**config.mk**
```make
export PLATFORM = sky130hd
export DESIGN_NAME = ber_monitor
export DESIGN_NICKNAME = d
export VERILOG_FILES = /design/src/rtl/ber_monitor.sv
export SDC_FILE = /design/constraint.sdc
export NUM_CORES = 1
export LEC_CHECK = 0
export ABC_AREA = 0
export BUFFER_PORTS_ARGS = -buffer_cell sky130_fd_sc_hd__buf_2
export CAP_MARGIN = 20
export CORE_MARGIN = 2
export CORE_UTILIZATION = 50
export CTS_BUF_LIST = sky130_fd_sc_hd__clkbuf_16
export CTS_CLUSTER_SIZE = 24
export DETAILED_ROUTE_END_ITERATION = 10
export GPL_TIMING_DRIVEN = 0
export HOLD_SLACK_MARGIN = 0.08
export PLACE_DENSITY = 0.69
export SLEW_MARGIN = 10
export SYNTH_ARGS = -nofsm -noshare
export SYNTH_HDL_FRONTEND = slang
export SYNTH_SLANG_ARGS = --single-unit
```
**constraint.sdc**
```tcl
create_clock -name clk -period 8.56 [get_ports clk]
set_clock_uncertainty 0.2 [all_clocks]
set_input_delay 0.428 -clock clk [delete_from_list [all_inputs] [get_ports clk]]
set_output_delay 0.428 -clock clk [all_outputs]
set_load 0.02 [all_outputs]
```
**src/rtl/ber_monitor.sv**
```systemverilog
module ber_monitor #(
  parameter int DLY     = 4,
  parameter int CNT_W   = 16,
  parameter int LEN_W   = 16,
  parameter int DEF_LEN = 8
) (
  input  logic             clk,
  input  logic             rst_n,
  input  logic             sym_valid,
  input  logic             dec_bit,
  input  logic [1:0]       rx_bits,
  input  logic [1:0]       rx_erase,
  input  logic             cfg_tvalid,
  output logic             cfg_tready,
  input  logic [LEN_W-1:0] cfg_tdata,
  output logic             st_tvalid,
  input  logic             st_tready,
  output logic [CNT_W-1:0] st_tdata
);

  localparam logic [LEN_W-1:0] DEF_L = LEN_W'(DEF_LEN);
  localparam logic [LEN_W-1:0] ONE_L = LEN_W'(1);

  logic [1:0]       enc_hist;
  logic [1:0]       dl_rx [DLY];
  logic [1:0]       dl_er [DLY];
  logic [LEN_W-1:0] len_cur, len_pend, sym_cnt;
  logic [CNT_W-1:0] err_acc;
  logic             rdy_q, stv_q;
  logic [CNT_W-1:0] std_q;

  wire       code0 = dec_bit ^ enc_hist[0] ^ enc_hist[1];
  wire       code1 = dec_bit ^ enc_hist[1];
  wire [1:0] miss  = ({code1, code0} ^ dl_rx[DLY-1]) & ~dl_er[DLY-1];

  wire [CNT_W:0] sym_err = (CNT_W+1)'(miss[0]) + (CNT_W+1)'(miss[1]);
  wire [CNT_W:0] acc_sum = {1'b0, err_acc} + sym_err;
  wire [CNT_W-1:0] acc_sat = acc_sum[CNT_W] ? {CNT_W{1'b1}} : acc_sum[CNT_W-1:0];

  wire             cfg_fire = cfg_tvalid & rdy_q;
  wire [LEN_W-1:0] cfg_len  = (cfg_tdata == '0) ? ONE_L : cfg_tdata;
  wire [LEN_W-1:0] next_len = cfg_fire ? cfg_len : len_pend;
  wire             win_close = sym_valid && (sym_cnt == len_cur - ONE_L);

  assign cfg_tready = rdy_q;
  assign st_tvalid  = stv_q;
  assign st_tdata   = std_q;

  always_ff @(posedge clk) begin
    if (!rst_n) begin
      enc_hist <= '0;
      for (int i = 0; i < DLY; i++) begin
        dl_rx[i] <= '0;
        dl_er[i] <= 2'b11;
      end
      len_cur  <= DEF_L;
      len_pend <= DEF_L;
      sym_cnt  <= '0;
      err_acc  <= '0;
      rdy_q    <= 1'b0;
      stv_q    <= 1'b0;
      std_q    <= '0;
    end else begin
      rdy_q <= 1'b1;
      if (cfg_fire) len_pend <= cfg_len;
      if (stv_q && st_tready) stv_q <= 1'b0;
      if (sym_valid) begin
        enc_hist <= {enc_hist[0], dec_bit};
        for (int i = DLY - 1; i > 0; i--) begin
          dl_rx[i] <= dl_rx[i-1];
          dl_er[i] <= dl_er[i-1];
        end
        dl_rx[0] <= rx_bits;
        dl_er[0] <= rx_erase;
        if (win_close) begin
          std_q   <= acc_sat;
          stv_q   <= 1'b1;
          err_acc <= '0;
          sym_cnt <= '0;
          len_cur <= next_len;
        end else begin
          err_acc <= acc_sat;
          sym_cnt <= sym_cnt + ONE_L;
        end
      end
    end
  end

  a_r8_ready_low_in_reset: assert property (@(posedge clk) !rst_n |=> !cfg_tready);
  a_r8_ready_high_after: assert property (@(posedge clk) rst_n |=> cfg_tready);
  a_r9_status_cleared: assert property (@(posedge clk) !rst_n |=> !st_tvalid);
  a_r6_hold_valid: assert property (@(posedge clk) disable iff (!rst_n)
    st_tvalid && !st_tready |=> st_tvalid);
  a_r6_hold_data: assert property (@(posedge clk) disable iff (!rst_n)
    st_tvalid && !st_tready && !win_close |=> $stable(st_tdata));
  a_r7_no_wrap: assert property (@(posedge clk) disable iff (!rst_n)
    !win_close |=> err_acc >= $past(err_acc));
  a_r5_len_steady: assert property (@(posedge clk) disable iff (!rst_n)
    !win_close |=> $stable(len_cur));
  a_r10_idle_steady: assert property (@(posedge clk) disable iff (!rst_n)
    !sym_valid |=> $stable(err_acc) && $stable(sym_cnt) && $stable(enc_hist));

endmodule

```
; ---- After elaboration in Yosys (flattened, before gate mapping)
; Memories as Yosys holds them, arrays and structs flattened.
; Index checks and enable logic that the tools add are counted.
[word_totals]
regBits = 84
latchBits = 0
ramBits = 16
mem_bits_ro = 0
input_bits = 26
output_inout_bits = 18
word_cells = 55
memories = 2
[op_classes]
add_sub_neg = 4
mul = 0
div_mod_pow = 0
n_lt_le_gt_ge = 0
eq_ne = 1
shift = 0
n_mux = 21
bitwise_logic = 15
n_reduce_logical = 4
[mem_list]
columns = memory, words, word_bits, rd, rd_clocked_by_memory_dff, write_ports, line_no
row1 = dl_er, 4, 2, 4, 0, 4, 26  ; logic [1:0] dl_er [DLY];
row2 = dl_rx, 4, 2, 4, 0, 4, 25  ; logic [1:0] dl_rx [DLY];
[ops]
columns = op, n
row1 = $mux W16, 5
row2 = $add A16 B2 Y17, 1
row3 = $add A16 B1 Y16 const B, 1
row4 = $eq A16 B16 Y1, 1
row5 = $logic_not A16 Y1, 1
row6 = $mux W2, 8
row7 = $sub A16 B1 Y16 const B, 1
row8 = $mux W1, 8
row9 = $or A1 B1 Y1, 8
row10 = $xor A1 B1 Y1, 3
row11 = $add A1 B1 Y2, 1
row12 = $and A2 B2 Y2, 1
row13 = $logic_and A1 B1 Y1, 2
row14 = $not A2 Y2, 1
row15 = $reduce_and A2 Y1, 1
row16 = $xor A2 B2 Y2, 1
row17 = $and A1 B1 Y1, 1

; ---- Logic depth before layout (Yosys ltp)
; Gate-level depths: netlist (run 1).
[logic_depth]
word_depth = 8
mapped_depth = 15
depth_no_buf = 12

; ---- Worst setup path after synthesis (run 1)
; OpenSTA, ideal clock, no wires.
[synth_path]
kind = in2reg
start = input port dec_bit
end = register err_acc[6]
setup_ns = 0.116
t_arrival_ns = 2.952
t_required_ns = 8.244
setup_slack_ns = 5.292
cell_stages = 14
n_path_buf = 3
cell_sequence = xor2_1 > xnor2_1 > nor2_1 > fa_1 > ha_1 > and3_1 > clkbuf_1 > and4_1 > clkbuf_1 > nand2b_1 > clkbuf_1 > nand2_1 > mux2_2 > and3_1
[synth_between]
elab_chain_cells = 8
elab_cells_between_ends = 9
cone_classes = add/sub: 2 / mux: 2 / bitwise: 5
[synth_rtl]
columns = element, line_no
row1 = start: declaration, 10  ; input logic dec_bit,
row2 = $xor A1 B1 Y1 (2 in a row), 32  ; wire code0 = dec_bit ^ enc_hist[0] ^ enc_hist[1];
row3 = $xor A2 B2 Y2 (*), 34  ; wire [1:0] miss = ({code1, code0} ^ dl_rx[DLY-1]) & ~dl_er[DLY-1];
row4 = $and A2 B2 Y2 (*), 34
row5 = $add A1 B1 Y2 (*), 36  ; wire [CNT_W:0] sym_err = (CNT_W+1)'(miss[0]) + (CNT_W+1)'(miss[1]);
row6 = $add A16 B2 Y17 (*), 37  ; wire [CNT_W:0] acc_sum = {1'b0, err_acc} + sym_err;
row7 = $mux W16 (*), 38  ; wire [CNT_W-1:0] acc_sat = acc_sum[CNT_W] ? {CNT_W{1'b1}} : acc_sum[CNT_W-1:0];
row8 = $mux W16 (*), 75  ; if (win_close) begin
row9 = end signal: assignment, 82  ; err_acc <= acc_sat;
row10 = end: declaration, 28  ; logic [CNT_W-1:0] err_acc;
; Mark *: on every way between the ends. The rest lies on a longest branch, timed or not.
; A chain may end at the register's enable or synchronous reset.

; ---- Worst setup path after layout (run 1)
[layout_path]
start = register enc_hist[1]
end = register err_acc[7]
[layout_between]
elab_chain_cells = 7
elab_cells_between_ends = 8
cone_classes = add/sub: 2 / mux: 2 / bitwise: 4
[layout_rtl]
columns = element, line_no
row1 = start: declaration, 24  ; logic [1:0] enc_hist;
row2 = start signal: assignment, 68  ; enc_hist <= {enc_hist[0], dec_bit};
row3 = $xor A1 B1 Y1 (on tied branches), "32, 33"
row4 = $xor A2 B2 Y2 (*), 34
row5 = $and A2 B2 Y2 (*), 34
row6 = $add A1 B1 Y2 (*), 36
row7 = $add A16 B2 Y17 (*), 37
row8 = $mux W16 (*), 38
row9 = $mux W16 (*), 75
; Marked as above.

==> results of run 1 <==
[kinds of logic (layout without fill, tap and decap cells)]
family | Yosys count | count (layout)
compound gates | 74 | 74
simple gates | 237 | 237
mux | 34 | 34
flops | 100 | 100
fa+ha+maj | 4 | 4
buf+inv | 41 | 101
xor+xnor | 45 | 45
[Yosys cell counts (8+ instances only)]
cell type  number
a21boi_0       14
mux2i_1        18
nand2b_1       11
and2_1         19
xnor2_1        22
nor2b_1         8
nand3_1        15
mux2_2         16
a21oi_1        10
nor3_1         10
o21ai_0        24
nand2_1        76
dfxtp_1        84
xor2_1         23
clkbuf_1       29
nor4_1          8
edfxtp_1       16
nor2_1         21
nand4_1        13
and3_1         37
[worst max-delay path: stages, from the launching register on]
cell and delay (ns):
dfxtp_1 0.35, xor2_1 0.26, xnor2_1 0.15, nor2_1 0.08, fa_1 0.44, ha_1 0.25
and3_1 0.19, clkbuf_1 0.16, and4_1 0.23, clkbuf_1 0.18, nand2b_1 0.10, clkbuf_1 0.33
nand2_1 0.13, o21ai_0 0.16, o21ai_0 0.11, and3_1 0.18
[timing repair]
item | in CTS | in global routing
buffers inserted | 0 | 0
hold buffers | 1 | 0
endpoints found under the hold margin | 1 | 0
[worst max path at each step]
| stage | from | to | slack [ns] |
|---|---|---|---|
| after floorplan | dec_bit | err_acc[6] | 5.29 |
| after global placement | dec_bit | err_acc[7] | 4.86 |
| after detailed placement | dec_bit | err_acc[7] | 4.81 |
| after global routing | enc_hist[1] | st_tdata[3] | 4.57 |
| final | enc_hist[1] | err_acc[7] | 4.97 |
| after CTS | enc_hist[1] | err_acc[1] | 4.97 |
[where the power goes]
group / internal, mW / switching (mW) / total (mW)
registers: 0.487 / 0.00407 / 0.491
logic: 0.0157 / 0.0260 / 0.0417
clock network: 0.253 / 0.171 / 0.424
total: 0.755 / 0.201 / 0.957
[registers in the layout (all words and copies together) (netlist names)]
name and count:
len_cur 16, err_acc 16, st_tvalid 1, sym_cnt 16, dl_er 8, cfg_tready 1
st_tdata 16, dl_rx 8, enc_hist 2, len_pend 16
[final cells by class]
cell class | count | area [sq um] | area share [%]
multi-input cells | 394 | 2547 | 45.48
flip-flops and latches | 100 | 2162 | 38.60
clock buffers | 9 | 225.2 | 4.021
repair buffers | 44 | 225.2 | 4.021
plain buffers | 35 | 168.9 | 3.015
well taps | 133 | 166.4 | 2.971
clock inverters | 7 | 83.83 | 1.497
inverters | 6 | 22.52 | 0.4021
[per-layer routing]
layer | wire, um | GRT usage, % | vias to the layer above | part of all wire, %
li1 | - | - | 1991 | -
met1 | 4857 | 26.73 | 1854 | 46
met2 | 5100 | 35.51 | 70 | 48
met3 | 357 | 4.610 | 13 | 3.4
met4 | 206 | 7.490 | 0 | 2.0
met5 | 0 | 0 | - | 0
[per-stage QoR]
| stage | instance area (sq um) | worst slack, ns |
|---|---|---|
| 6_report | 5602 | 4.970 |
| 5_1_grt | 5602 | 4.566 |
| 4_1_cts | 5602 | 4.966 |
| 3_5_place_dp | 5283 | 4.805 |
| 3_3_place_gp | 5283 | 4.858 |
| 2_1_floorplan | 4901 | 5.292 |
==> results.cfg, run 1 <==
[grt]
grt_usage_pct = 21.11
antenna_found_initial = 0
grt_pass1_wl_um = 17480
grt_max_degree = 18
grt_pass1_vias = 3733
grt.overflow.total = 0

[routing]
routed_wl_um = 10520
avgViaCountPerCell = 5.396
drt_first_pass_iters = 5
drc = 0
wl_per_cell_um = 14.45
drt_first_iter_violations = 214
via_count = 3928
ant_nets = 0

[worst_setup_path]
r2r_cells = 15
timing.setup.critical_path_class = flip-flop to flip-flop
worstPathMaxFanout = 9
crit_required_ns = 8.60
reg2reg_from = enc_hist[1]
endpoint_kind = flip-flop
r2r_end = err_acc[7]
start_kind = flip-flop
arrival_ns = 3.64
rrSetupSlack_ns = 4.97

[synth]
synth_fp_nets = 565
synth_top_family_by_area = simple AND/OR/NAND/NOR gates
synth-simple-area-share_pct = 25.38
synth_cell_types = 49
synth.area.top_cells = dfxtp_1, edfxtp_1, nand2_1, and3_1, xor2_1
synth_top_flop_cell = dfxtp_1
synthAdderAreaFrac_pct = 1.174
ys_ff_latch = 100
synth.cell_area_sq_mm = 0.004901
ys_seq_area_share_pct = 44.12
synth_compound_area_share_pct = 10.03
synth_xor_area_share_pct = 8.042
synthMuxAreaShare_pct = 7.353
syn_area_per_cell_sq_um = 9.161
async_flop_share_pct = 0
synth_top_area_cell = dfxtp_1
yosysTopAreaCellShare_pct = 34.31
synthCells = 535
yosysWarnings = 0
synth_edf_count = 16

[place]
io_buffers = 43
hpwl_um = 7672
place_congestion = 0.8803
dp_cells = 711

[cells_and_area]
drive_gt1_share_pct = 13.45
stdcell_count = 728
mostFrequentLayoutCells = dfxtp_1, nand2_1, buf_2
final_nets = 620
fillers = 903
syn_to_final_growth_pct = 14.30
diodes = 0
final_util_pct = 58.11
layout.cells.most_common = dfxtp_1

[timing]
drv_slew = 0
fin_hold_ws_ns = 0.1419
period_share_pct = 41.94
max_freq_mhz = 278.5
hold_viol = 0
timing.slew.headroom_pct = 27.33
worst_pin_slew_ns = 1.080
finalCriticalPeriod_ns = 3.590
setup_tns_ns = 0
grt_setup_unrepaired = no
finalSetupViolations = 0

[min_path]
min_from = rx_erase[0]
hold_path_class = input port to flip-flop
hold_depth = 2
hold_end = dl_er[0][0]

[clocking]
numCtsBuffers = 9
cts_sinks = 100
clkSlewWorstSetupHoldPaths_ns = 0.07
h-tree-depth = 3
insertion_delay_ns = 0.35
tritoncts = yes
cts_buffer_depth = 2
root_buffer = clkbuf_16
post_cts_resized = 0

[die]
die_area_sq_mm = 0.01061
core_sq_mm = 0.009639
dieWidth_um = 103.0
initial_core_util_pct = 50.84
die_y_um = 103.0
pin_count = 44
num_rows = 36

[pwr]
leakage_nw = 2.417
vdd_drop_max_mv = 0.1002
total_power_mw = 0.9565
power.density_mw_per_mm2 = 170.8

[flow_run]
drv_cap = 0

[status]
status = finished clean
No activity file was read; power rests on OpenSTA's default activity.
==> inputs of run 2 (changes only) <==
--- a/config.mk
+++ b/config.mk
@@ -15,7 +15,7 @@
 export DETAILED_ROUTE_END_ITERATION = 10
 export GPL_TIMING_DRIVEN = 0
 export HOLD_SLACK_MARGIN = 0.08
-export PLACE_DENSITY = 0.69
+export PLACE_DENSITY = 0.72
 export SLEW_MARGIN = 10
 export SYNTH_ARGS = -nofsm -noshare
 export SYNTH_HDL_FRONTEND = slang
==> constraint.sdc (replaced) <==
create_clock -name clk -period 3.1 [get_ports clk]
set_clock_uncertainty 0.2 [all_clocks]
set_input_delay 0.155 -clock clk [delete_from_list [all_inputs] [get_ports clk]]
set_output_delay 0.155 -clock clk [all_outputs]
set_load 0.02 [all_outputs]
==> results.cfg, run 2 (synthesized netlist as in run 1, its figures left out) <==
[clocking]
numCtsBuffers = 9
cts_sinks = 100
h-tree-depth = 3
insertion_delay_ns = 0.35
tritoncts = yes
cts_buffer_depth = 2
clkSlewWorstSetupHoldPaths_ns = 0.07
root_buffer = clkbuf_16

[cells_and_area]
diodes = 0
mostFrequentLayoutCells = dfxtp_1, nand2_1, buf_2
drive_gt1_share_pct = 16.34
syn_to_final_growth_pct = 21.90
final_nets = 643
layout.cells.most_common = dfxtp_1

[die]
die_area_sq_mm = 0.01061
core_sq_mm = 0.009639
num_rows = 36
pin_count = 44
initial_core_util_pct = 50.84
dieWidth_um = 103.0
die_y_um = 103.0

[timing]
period_share_pct = 96.27
setup_tns_ns = 0
worst_pin_slew_ns = 0.6648
fin_hold_ws_ns = 0.1436
finalCriticalPeriod_ns = 2.984
finalSetupViolations = 0
timing.slew.headroom_pct = 55.63
drv_slew = 0
setup_slack_ns = 0.1157
grt_setup_unrepaired = no
max_freq_mhz = 335.1
hold_viol = 0

[flow_run]
drv_cap = 0

[worst_setup_path]
r2r_end = len_cur[14]
endpoint_kind = flip-flop
arrival_ns = 3.02
crit_required_ns = 3.13
worstPathMaxFanout = 10
rrSetupSlack_ns = 0.12
start_kind = flip-flop
r2r_cells = 8
reg2reg_from = len_cur[1]
timing.setup.critical_path_class = flip-flop to flip-flop

[routing]
drt_first_iter_violations = 264
avgViaCountPerCell = 5.454
ant_nets = 0
drc = 0
via_count = 4096
drt_first_pass_iters = 5
routed_wl_um = 11640
wl_per_cell_um = 15.49

[pwr]
power.density_mw_per_mm2 = 465.2
total_power_mw = 2.779
leakage_nw = 2.539
vdd_drop_max_mv = 0.3213

[grt]
grt_max_degree = 18
grt_pass1_wl_um = 18550
grt_usage_pct = 22.64
grt_pass1_vias = 3905
antenna_found_initial = 0
grt.overflow.total = 0

[min_path]
min_from = cfg_tdata[15]
hold_end = len_pend[0]
hold_depth = 4
hold_path_class = input port to flip-flop

[place]
place_congestion = 0.8688
io_buffers = 43
hpwl_um = 7777
dp_slack_ns = -0.4461

[status]
status = finished clean
run 2: layout make-up:
type	instances	area (sq um)
timing repair buffer	69	470.5
clock inverter	7	113.9
tap	133	166.4
fill	799	3665
multi-input combinational	394	2633
clock buffer	9	225.2
inverter	6	22.52
sequential	100	2168
buffer	33	175.2
run 2: worst max path at each step:
stage | start | endpoint | slack [ns] | cells past startpoint
floorplan | enc_hist[1] | err_acc[6] | 0.02 | 14
global placement | enc_hist[1] | err_acc[1] | -0.37 | 13
detailed placement | enc_hist[1] | err_acc[1] | -0.45 | 13
CTS | len_cur[0] | len_cur[14] | 0.003 | 10
global route | len_cur[0] | err_acc[6] | 0.004 | 9
finish | len_cur[1] | len_cur[14] | 0.12 | 8
run 2: what timing repair did:
item	in CTS	in global routing
pin swaps	1	1
endpoints found under the hold margin	24	0
hold buffers	24	0
endpoints found under the setup margin	64	38
buffers inserted	0	2
gates resized for setup	10	21
run 2: critical path, cell delays in order (launching register included):
cell and delay, ns:
dfxtp_1 0.38, or4_4 0.56, o21a_1 0.20, or3_1 0.37, a21oi_1 0.20, o2111ai_2 0.19, nor2_2 0.23, buf_6 0.20
mux2_2 0.35
run 2: routing by layer:
metal  vias to the layer above  track usage [%]  share of wire (%)
li1                       2042                -                  -
met1                      1963            28.29                 44
met2                        74            39.46                 51
met3                        17            4.203                3.5
met4                         0            7.287                1.7
met5                         -                0                  0
run 2: power by group:
part	leakage (nW)	switching [mW]	internal [mW]
Combinational	1.54	0.0806	0.0634
Sequential	0.836	0.0116	1.34
Clock	0.164	0.494	0.787
Total	2.54	0.586	2.19
run 2: through the flow:
step	std cells	area [sq um]	utilization, %
global route	751	5974	61.98
detailed placement	711	5284	54.82
floorplan	535	4902	-
global placement	711	5284	54.82
CTS	749	5891	61.11
finish	751	5974	61.98
